$ cat src/rtl/rxw_pkg.sv
package rxw_pkg;

  typedef enum logic [1:0] {
    RX_IDLE  = 2'd0,
    RX_START = 2'd1,
    RX_DATA  = 2'd2,
    RX_STOP  = 2'd3
  } rxState_t;

  typedef struct packed {
    logic sampleBit;
    logic loadBuf;
  } rxStrobe_t;

endpackage

$ cat src/rtl/rxw_ctrl.sv
module rxw_ctrl
  import rxw_pkg::*;
#(
  parameter int OVERSAMPLE = 16,
  parameter int DATA_BITS  = 8
) (
  input  logic      clk,
  input  logic      rstN,
  input  logic      tickEn,
  input  logic      rxSync,
  output rxStrobe_t strobes
);

  localparam int TCW = $clog2(OVERSAMPLE);
  localparam int BCW = $clog2(DATA_BITS + 1);
  localparam logic [TCW-1:0] LAST_TICK = TCW'(OVERSAMPLE - 1);
  localparam logic [TCW-1:0] MID_TICK  = TCW'(OVERSAMPLE / 2 - 1);
  localparam logic [BCW-1:0] LAST_BIT  = BCW'(DATA_BITS - 1);

  rxState_t       state;
  logic [TCW-1:0] tickCnt;
  logic [BCW-1:0] bitCnt;
  logic           windowEnd;

  assign windowEnd = (tickCnt == LAST_TICK);

  always_ff @(posedge clk or negedge rstN) begin
    if (!rstN) begin
      state   <= RX_IDLE;
      tickCnt <= '0;
      bitCnt  <= '0;
    end else if (tickEn) begin
      case (state)
        RX_IDLE: begin
          tickCnt <= '0;
          bitCnt  <= '0;
          if (!rxSync) state <= RX_START;
        end
        RX_START: begin
          if (windowEnd) begin
            tickCnt <= '0;
            bitCnt  <= '0;
            state   <= RX_DATA;
          end else begin
            tickCnt <= tickCnt + 1'b1;
          end
        end
        RX_DATA: begin
          if (windowEnd) begin
            tickCnt <= '0;
            if (bitCnt == LAST_BIT) state <= RX_STOP;
            else                    bitCnt <= bitCnt + 1'b1;
          end else begin
            tickCnt <= tickCnt + 1'b1;
          end
        end
        RX_STOP: begin
          if (windowEnd) begin
            tickCnt <= '0;
            state   <= RX_IDLE;
          end else begin
            tickCnt <= tickCnt + 1'b1;
          end
        end
        default: state <= RX_IDLE;
      endcase
    end
  end

  always_comb begin
    strobes.sampleBit = tickEn && (state == RX_DATA) && (tickCnt == MID_TICK);
    strobes.loadBuf   = tickEn && (state == RX_STOP) && windowEnd;
  end

  // an idle receiver that sees a low line on a pulse enters the start window
  p_idle_start_r1: assert property (@(posedge clk) disable iff (!rstN)
    (state == RX_IDLE && tickEn && !rxSync) |=> (state == RX_START));

  // without an enable pulse the counters and state hold
  p_hold_no_tick_r4: assert property (@(posedge clk) disable iff (!rstN)
    !tickEn |=> ($stable(tickCnt) && $stable(state) && $stable(bitCnt)));

  // the bit index never passes the last data bit
  p_bit_bound_r3: assert property (@(posedge clk) disable iff (!rstN)
    bitCnt <= LAST_BIT);

  // the start window always hands over to the data windows
  p_start_to_data_r2: assert property (@(posedge clk) disable iff (!rstN)
    (state == RX_START && tickEn && windowEnd) |=> (state == RX_DATA && bitCnt == '0));

endmodule

$ cat src/rtl/rxw_datapath.sv
module rxw_datapath
  import rxw_pkg::*;
#(
  parameter int DATA_BITS   = 8,
  parameter int SYNC_STAGES = 2
) (
  input  logic                 clk,
  input  logic                 rstN,
  input  logic                 serialIn,
  input  logic                 readAck,
  input  rxStrobe_t            strobes,
  output logic                 rxSync,
  output logic [DATA_BITS-1:0] wordOut,
  output logic                 wordReady
);

  logic [SYNC_STAGES-1:0] syncQ;
  logic [DATA_BITS-1:0]   shiftReg;

  generate
    for (genvar s = 0; s < SYNC_STAGES; s++) begin : g_sync
      if (s == 0) begin : g_first
        always_ff @(posedge clk or negedge rstN) begin
          if (!rstN) syncQ[0] <= 1'b1;
          else       syncQ[0] <= serialIn;
        end
      end else begin : g_next
        always_ff @(posedge clk or negedge rstN) begin
          if (!rstN) syncQ[s] <= 1'b1;
          else       syncQ[s] <= syncQ[s-1];
        end
      end
    end
  endgenerate

  assign rxSync = syncQ[SYNC_STAGES-1];

  always_ff @(posedge clk or negedge rstN) begin
    if (!rstN)                  shiftReg <= '0;
    else if (strobes.sampleBit) shiftReg <= {rxSync, shiftReg[DATA_BITS-1:1]};
  end

  always_ff @(posedge clk or negedge rstN) begin
    if (!rstN) begin
      wordOut   <= '0;
      wordReady <= 1'b0;
    end else if (strobes.loadBuf) begin
      wordOut   <= shiftReg;
      wordReady <= 1'b1;
    end else if (readAck) begin
      wordReady <= 1'b0;
    end
  end

  // the output word only moves on a buffer load
  p_buf_stable_r5: assert property (@(posedge clk) disable iff (!rstN)
    !strobes.loadBuf |=> $stable(wordOut));

  // an acknowledge with no competing load drops the flag
  p_ack_clears_r7: assert property (@(posedge clk) disable iff (!rstN)
    (readAck && !strobes.loadBuf) |=> !wordReady);

  // a load always leaves the flag raised, acknowledged or not
  p_load_sets_r8: assert property (@(posedge clk) disable iff (!rstN)
    strobes.loadBuf |=> wordReady);

  // the flag rises only as a result of a load
  p_ready_origin_r5: assert property (@(posedge clk) disable iff (!rstN)
    (!wordReady && !strobes.loadBuf) |=> !wordReady);

endmodule

$ cat src/rtl/serial_word_receiver.sv
module serial_word_receiver
  import rxw_pkg::*;
#(
  parameter int DATA_BITS   = 8,
  parameter int OVERSAMPLE  = 16,
  parameter int SYNC_STAGES = 2
) (
  input  logic                 clk,
  input  logic                 rstN,
  input  logic                 tickEn,
  input  logic                 serialIn,
  input  logic                 readAck,
  output logic [DATA_BITS-1:0] wordOut,
  output logic                 wordReady
);

  rxStrobe_t strobes;
  logic      rxSync;

  rxw_ctrl #(
    .OVERSAMPLE(OVERSAMPLE),
    .DATA_BITS (DATA_BITS)
  ) u_ctrl (
    .clk    (clk),
    .rstN   (rstN),
    .tickEn (tickEn),
    .rxSync (rxSync),
    .strobes(strobes)
  );

  rxw_datapath #(
    .DATA_BITS  (DATA_BITS),
    .SYNC_STAGES(SYNC_STAGES)
  ) u_dp (
    .clk      (clk),
    .rstN     (rstN),
    .serialIn (serialIn),
    .readAck  (readAck),
    .strobes  (strobes),
    .rxSync   (rxSync),
    .wordOut  (wordOut),
    .wordReady(wordReady)
  );

  // loads and samples never coincide, so the stop window contributes no bit
  p_no_overlap_r6: assert property (@(posedge clk) disable iff (!rstN)
    !(strobes.loadBuf && strobes.sampleBit));

endmodule

$ cat config.mk
export PLATFORM = sky130hd
export DESIGN_NAME = serial_word_receiver
export DESIGN_NICKNAME = d
export VERILOG_FILES = /design/src/rtl/rxw_pkg.sv /design/src/rtl/rxw_ctrl.sv /design/src/rtl/rxw_datapath.sv /design/src/rtl/serial_word_receiver.sv
export SDC_FILE = /design/constraint.sdc
export NUM_CORES = 1
export LEC_CHECK = 0
export ABC_CLOCK_PERIOD_IN_PS = 2650
export CORE_MARGIN = 3
export CORE_UTILIZATION = 55
export DETAILED_ROUTE_END_ITERATION = 10
export GPL_TIMING_DRIVEN = 0
export PLACE_DENSITY = 0.73
export SETUP_SLACK_MARGIN = 0.02
export SLEW_MARGIN = 20
export SYNTH_ARGS = -nofsm -noshare
export SYNTH_HDL_FRONTEND = slang
export SYNTH_SLANG_ARGS = --single-unit
$ cat constraint.sdc
create_clock -name clk -period 2.65 [get_ports clk]
set_input_delay 0.265 -clock clk [delete_from_list [all_inputs] [get_ports clk]]
set_output_delay 0.265 -clock clk [all_outputs]
set_load 0.01 [all_outputs]
==> flow_summary.yaml, run 1 <==
power_and_ir_drop:
  switchingPower_uw: 462
  leakagePower_nw: 0.833
  netSwitchingFraction: 0.315
  combinationalPowerShare: 0.277
  seq_power_share: 0.412
  cellPowerDensity_nw_per_um2: 862
  irDropWorstVdd_uv: 751
  power_report.internal_total_mw: 1.00
  totalPowerFinal_mw: 1.47
  clock_power_share: 0.311
synth:
  ys_top_cells_by_area: "sky130_fd_sc_hd__dfrtp_1, sky130_fd_sc_hd__mux2_4, sky130_fd_sc_hd__mux2_2, sky130_fd_sc_hd__ha_1, sky130_fd_sc_hd__dfstp_2"
  yosysSeqAreaShare: 0.510
  synth-seq-cells: 29
  ys_types: 35
  synthesis.area_per_instance_um2: 13.0
  most_area_hungry_cell_type_in_the_yosys_netlist: "sky130_fd_sc_hd__dfrtp_1"
  portion_of_netlist_area_occupied_by_mux_cells: 0.170
  post_synth_fa_ha_maj_area_fraction: 0.0701
  synth_top_family_by_area: "multiplexers"
  post_synth_xor_area_fraction: 0
  netlist_instances: 110
  synth-edff-count: 0
  syn-cell-area_um2: 1430
  synth_top_area_frac: 0.473
  ys_warn_count: 0
  ys_async_sr_fraction: 1.00
  ys.flop_type: "sky130_fd_sc_hd__dfrtp_1"
  yosys.area_share.simple: 0.0999
  synth_nets: 123
  synth-compound-area-share: 0.106
floorplan:
  floorplan.die_area_um2: 3240
  rows: 17
  die_width_um: 56.9
  die_y_um: 56.9
  core-area_um2: 2340
  floorplan.io_pins: 14
  start_util: 0.610
placed_design:
  post-place-cells: 151
  dp_worst_setup_slack_ps: 728
  routability_driven_placement_congestion_ratio: 0.697
  detailed_place.area_um2: 1590
  dpl.hpwl_um: 1850
  buffer_ports.inserted: 13
job:
  max_cap_violations: 0
clock_tree:
  cts.htree.levels: 2
  clock_edge_transition_at_the_registers_on_the_reported_setup_and_hold_paths_ps: 100
  cts_tree: "done"
  clkLatencyLatePin_ps: 330
  cts_sinks: 29
  clock_tree.root_cell: "sky130_fd_sc_hd__clkbuf_4"
  cts-root-to-sink-buffers: 2
  cts-buffers-inserted: 5
  post_cts_resized: 0
worst_setup_path:
  worst_setup_path_start_kind: "flip-flop"
  worstPathMaxFanout: 5
  timing.rr.start: "u_ctrl.state[0]"
  worst_r2r_path_depth: 5
  worst_ep_arrival_time_ps: 2160
  critical_path.reg2reg.endpoint: "u_ctrl.state[1]"
  rrSetupSlack_ps: 710
  critPathKind: "reg -> reg"
  end_kind: "flip-flop"
  worstPathRequired_ps: 2880
global_route:
  grt_overflow: 0
  antenna_found_initial: 0
  wire_length_of_the_first_global_routing_pass_um: 4540
  first_global_vias: 984
  grt_start_max_net_pins: 30
  grt.total_usage: 0.186
hold_path:
  worst_hold_path_type: "in -> reg"
  timing.hold.worst.start: "serialIn"
  timing.hold.worst_endpoint: "u_dp.syncQ[0]"
  worst_hold_path.num_cells: 1
timing:
  hold_viol_final: 0
  clock.fmax_mhz: 517
  max_slew.worst_pin.slew_ps: 640
  setup_tns_ps: 0
  timing.final.ws_setup_ps: 715
  normalized_max_slew_margin: 0.573
  setup_violations: 0
  timing.final.crit_share: 0.730
  fin_skew_ps: 5.17
  fin_crit_ps: 1940
  final_max_slew_viol_count: 0
  worst_hold_slack_ps: 332
  setup_repair_after_global_routing_missed_its_margin: "no"
drt:
  first_iter_violations: 31
  detailroute.via_count: 913
  postRouteAntennaNets: 0
  wl_per_cell_um: 16.0
  via_density: 5.71
  drcViolationCount: 0
  drt-total-wl_um: 2570
  dr.pass1.iters: 4
final_layout:
  area_delta_synth_final_pct: 19.1
  nets: 144
  drive_gt1_frac: 0.288
  filler_cell_count: 171
  final_cell_count_no_fill: 160
  multiInputGateArea_um2: 637
  antenna_cells: 0
  seq_area_um2: 728
  final_area_um2: 1700
  utilization: 0.727
outcome:
  outcome: "complete, no violations"
==> logic make-up (layout without fill, tap and decap cells) <==
| logic type | count (synthesis) | in the layout |
|---|---|---|
| flip-flops | 29 | 29 |
| AND/OR/NAND/NOR | 23 | 23 |
| AO/OA/AOI/OAI | 19 | 19 |
| multiplexers | 19 | 19 |
| buffers and inverters | 12 | 34 |
| adder cells (fa/ha/maj) | 8 | 8 |
==> worst max-delay path by stage <==
stage                             endpoint  depth (start not counted)  slack (ps)       startpoint
after floorplan            u_ctrl.state[1]                          5         870  u_ctrl.state[0]
after detailed placement  u_dp.shiftReg[3]                          5         730           tickEn
after global placement     u_ctrl.state[1]                          5         760  u_ctrl.state[0]
final                      u_ctrl.state[1]                          5         710  u_ctrl.state[0]
after global routing       u_ctrl.state[1]                          5         620  u_ctrl.state[0]
after CTS                  u_ctrl.state[1]                          5         710  u_ctrl.state[0]
==> synth_stat cells, types with 3 or more instances <==
library cell               number
sky130_fd_sc_hd__mux2_4         8
sky130_fd_sc_hd__nand2_1        3
sky130_fd_sc_hd__dfrtp_1       27
sky130_fd_sc_hd__mux2_2        10
sky130_fd_sc_hd__nor2_1         3
sky130_fd_sc_hd__inv_1          8
sky130_fd_sc_hd__o21ai_0        3
sky130_fd_sc_hd__nand3b_1       3
sky130_fd_sc_hd__nand3_1        5
sky130_fd_sc_hd__ha_1           8
==> metal layers <==
layer / vias to the layer above / track usage / share of wire / wire length [um]
met2: 21 / 0.297 / 0.48 / 1230
met4: 0 / 0.0861 / 0.033 / 85
met5: - / 0 / 0 / 0
li1: 439 / - / - / -
met3: 10 / 0.0701 / 0.044 / 114
met1: 443 / 0.222 / 0.44 / 1140
==> power by group through the flow <==
stage                     clock network, mW  registers, mW  logic [mW]
after floorplan                           0          0.589       0.323
final                                 0.456          0.604       0.406
after global placement                    0          0.604       0.383
after global routing                  0.489          0.618       0.467
after CTS                             0.461          0.602       0.408
after detailed placement                  0          0.611       0.405
==> cell type report <==
| type | count | share of cell area |
|---|---|---|
| Sequential cell | 29 | 0.428 |
| Clock buffer | 5 | 0.0221 |
| Inverter | 8 | 0.0177 |
| Timing Repair Buffer | 14 | 0.0795 |
| Buffer | 4 | 0.0191 |
| Clock inverter | 3 | 0.0383 |
| Tap cell | 28 | 0.0206 |
| Multi-Input combinational cell | 69 | 0.375 |
==> cell usage in the layout (no fill, tap or decap), types with 2 or more instances in the layout <==
cell                              count
sky130_fd_sc_hd__inv_1                8
sky130_fd_sc_hd__o2bb2ai_1            2
sky130_fd_sc_hd__and3_1               2
sky130_fd_sc_hd__a2bb2oi_1            2
sky130_fd_sc_hd__ha_1                 8
sky130_fd_sc_hd__dfrtp_1             27
sky130_fd_sc_hd__buf_6                2
sky130_fd_sc_hd__mux2_4               8
sky130_fd_sc_hd__nand3_1              5
sky130_fd_sc_hd__clkdlybuf4s50_1     12
sky130_fd_sc_hd__buf_2                3
sky130_fd_sc_hd__mux2_2              10
sky130_fd_sc_hd__o22ai_1              2
sky130_fd_sc_hd__bufinv_16            2
sky130_fd_sc_hd__o21ai_0              3
sky130_fd_sc_hd__nor2_1               3
sky130_fd_sc_hd__nand2_1              3
sky130_fd_sc_hd__nand3b_1             3
sky130_fd_sc_hd__dfstp_2              2
sky130_fd_sc_hd__clkbuf_4             5
==> state kept, by name (all words and copies together), names as in the netlist <==
register / flops
u_ctrl.state: 2
u_dp.rxSync: 1
u_dp.syncQ: 1
u_dp.wordReady: 1
u_dp.shiftReg: 8
u_dp.wordOut: 8
u_ctrl.tickCnt: 4
u_ctrl.bitCnt: 4
==> worst max-delay path, stage by stage (launching register included) <==
cell	delay [ps]
sky130_fd_sc_hd__dfrtp_1	450
sky130_fd_sc_hd__inv_1	110
sky130_fd_sc_hd__ha_1	210
sky130_fd_sc_hd__or3_1	410
sky130_fd_sc_hd__a221oi_2	290
sky130_fd_sc_hd__mux2_2	370
==> repair_timing <==
| action | 4_1_cts | 5_1_grt |
|---|---|---|
| endpoints found under the hold margin | 27 | 0 |
| hold buffers | 1 | 0 |
| setup endpoints to repair | 0 | 0 |
| buffers inserted | 0 | 0 |
Power figures use the tool's default switching activity.
==> run 2: changes to the inputs <==
- ABC_CLOCK_PERIOD_IN_PS: 2650 -> 1600
- CORE_UTILIZATION: 55 -> 50
- PLACE_DENSITY: 0.73 -> 0.7
- clock period: 2.65 -> 1.6 ns (I/O delays scaled with it)
==> run 2 against run 1 <==
Effect of this change:
- the run now ends with negative setup slack left
- maximum frequency increased by 10%
- combinational power increased by 140%
- sequential power increased by 69%
- critical path depth unchanged
- design area increased by 7.0%
- critical endpoint unchanged
- largest cell class unchanged
==> flow_summary.yaml, run 2 (same netlist as run 1, synthesis figures left out) <==
outcome:
  outcome: "finished with violations"
  violations: "negative setup slack"
worst_setup_path:
  rrSetupSlack_ps: -150
  worstPathRequired_ps: 1820
  critical_path.reg2reg.endpoint: "u_ctrl.state[1]"
  critPathKind: "reg -> reg"
  cp-endpoint: "u_ctrl.state[1]"
  timing.rr.start: "u_ctrl.state[0]"
  end_kind: "flip-flop"
  worst_ep_arrival_time_ps: 1970
  setup.worst_path.start: "u_ctrl.state[0]"
  worst_r2r_path_depth: 5
  worstPathMaxFanout: 5
  worst_setup_path_start_kind: "flip-flop"
drt:
  wl_per_cell_um: 15.2
  detailroute.via_count: 957
  dr.pass1.iters: 4
  first_iter_violations: 26
  drcViolationCount: 0
  postRouteAntennaNets: 0
  drt-total-wl_um: 2610
  via_density: 5.56
final_layout:
  drive_gt1_frac: 0.408
  antenna_cells: 0
  commonest_cells_after_routing_fill_and_taps_aside: "sky130_fd_sc_hd__dfrtp_1, sky130_fd_sc_hd__clkdlybuf4s50_1, sky130_fd_sc_hd__buf_4, sky130_fd_sc_hd__mux2_2, sky130_fd_sc_hd__mux2_4"
  nets: 154
  largest_registers: "u_dp.shiftReg x8, u_dp.wordOut x8"
  utilization: 0.702
  layout.cells.most_common: "sky130_fd_sc_hd__dfrtp_1"
  area_delta_synth_final_pct: 27.4
  final_cell_count_no_fill: 172
  filler_cell_count: 179
timing:
  max_slew.worst_pin.slew_ps: 633
  fin_crit_ps: 1750
  normalized_max_slew_margin: 0.578
  fin_skew_ps: 5.76
  setup_violations: 13
  timing.final.ws_setup_ps: -153
  clock.fmax_mhz: 570
  final_max_slew_viol_count: 0
  setup_repair_after_global_routing_missed_its_margin: "yes"
  hold_viol_final: 0
  timing.final.crit_share: 1.10
global_route:
  antenna_found_initial: 0
  grt_start_max_net_pins: 30
  grt.total_usage: 0.178
  grt_overflow: 0
  first_global_vias: 950
  wire_length_of_the_first_global_routing_pass_um: 4450
hold_path:
  worst_hold_path_type: "in -> reg"
clock_tree:
  cts.htree.levels: 2
  cts_sinks: 29
  cts-root-to-sink-buffers: 2
  cts-buffers-inserted: 5
  clock_tree.root_cell: "sky130_fd_sc_hd__clkbuf_4"
  clkLatencyLatePin_ps: 330
  cts_tree: "done"
  clock_edge_transition_at_the_registers_on_the_reported_setup_and_hold_paths_ps: 90
power_and_ir_drop:
  leakagePower_nw: 0.867
  cellPowerDensity_nw_per_um2: 1320
  irDropWorstVdd_uv: 1170
placed_design:
  dp_worst_setup_slack_ps: -228
  routability_driven_placement_congestion_ratio: 0.774
  dpl.hpwl_um: 1730
  buffer_ports.inserted: 13
  post-place-cells: 153
floorplan:
  floorplan.die_area_um2: 3530
  rows: 18
  start_util: 0.551
  die_width_um: 59.4
  die_y_um: 59.4
  core-area_um2: 2590
  floorplan.io_pins: 14
job:
  max_cap_violations: 0
[run 2: cell types whose count changed in the layout (fill, tap and decap cells not counted), moves of 2 or more]
cell and delta:
sky130_fd_sc_hd__buf_4 +10, sky130_fd_sc_hd__buf_6 -2, sky130_fd_sc_hd__bufinv_16 -2, sky130_fd_sc_hd__dfrtp_1 -2, sky130_fd_sc_hd__dfrtp_2 +2, sky130_fd_sc_hd__ha_1 -4
sky130_fd_sc_hd__ha_2 +2, sky130_fd_sc_hd__ha_4 +2, sky130_fd_sc_hd__inv_1 -2, sky130_fd_sc_hd__inv_2 +2
[run 2: repair_timing]
item                       CTS  global route
hold endpoints to repair    27             0
resized for setup            6             5
setup endpoints to repair   20            14
hold buffers                 1             0
gates cloned                 1             0
setup buffers                9             1
pin swaps                    3             0
[run 2: where the power goes]
part | switching (mW) | total, mW | internal [mW]
Sequential | 0.157 | 1.02 | 0.864
Combinational | 0.443 | 0.967 | 0.524
Clock | 0.254 | 0.420 | 0.167
[run 2: critical path, cell delays in order, from the launching register on]
cell and delay [ps]:
sky130_fd_sc_hd__dfrtp_2 440, sky130_fd_sc_hd__inv_2 70, sky130_fd_sc_hd__ha_2 190, sky130_fd_sc_hd__or3_4 350, sky130_fd_sc_hd__a221oi_4 260, sky130_fd_sc_hd__mux2_4 320
[run 2: cell type report]
| cell class | count | area, um2 | area share |
|---|---|---|---|
| flip-flops and latches | 29 | 731 | 0.402 |
| multi-input cells | 69 | 707 | 0.389 |
| repair buffers | 25 | 238 | 0.131 |
| clock buffers | 6 | 41.3 | 0.0227 |
| well taps | 30 | 37.5 | 0.0206 |
| inverters | 8 | 30.0 | 0.0165 |
| plain buffers | 3 | 25.0 | 0.0138 |
| clock inverters | 2 | 10.0 | 0.00550 |
[run 2: per-layer routing]
layer,vias up,part of all wire,GRT usage
met5,-,0,0
met4,0,0.015,0.0971
met3,6,0.066,0.0850
met2,35,0.49,0.281
met1,462,0.42,0.196
li1,454,-,-
[run 2: metrics by stage]
step	setup TNS (ps)	total power, mW	hold slack, ps	cell area (um2)
after global placement	-2910	1.69	348	1620
after floorplan	-135	1.56	-136	1450
after CTS	-271	2.36	210	1790
after detailed placement	-2050	1.74	215	1610
final	-510	2.41	231	1820
after global routing	-2080	2.61	204	1820
[run 2: how the worst min path moves through the flow]
stage | cells after the start | from | slack [ps] | end
6_report | 1 | serialIn | 230 | u_dp.syncQ[0]
5_1_grt | 1 | serialIn | 200 | u_dp.syncQ[0]
4_1_cts | 1 | serialIn | 210 | u_dp.syncQ[0]
3_5_place_dp | 1 | rstN | 220 | u_dp.wordOut[0]
3_3_place_gp | 0 | u_dp.syncQ[0] | 350 | u_dp.rxSync
2_1_floorplan | 0 | rstN | -140 | u_ctrl.bitCnt[0]
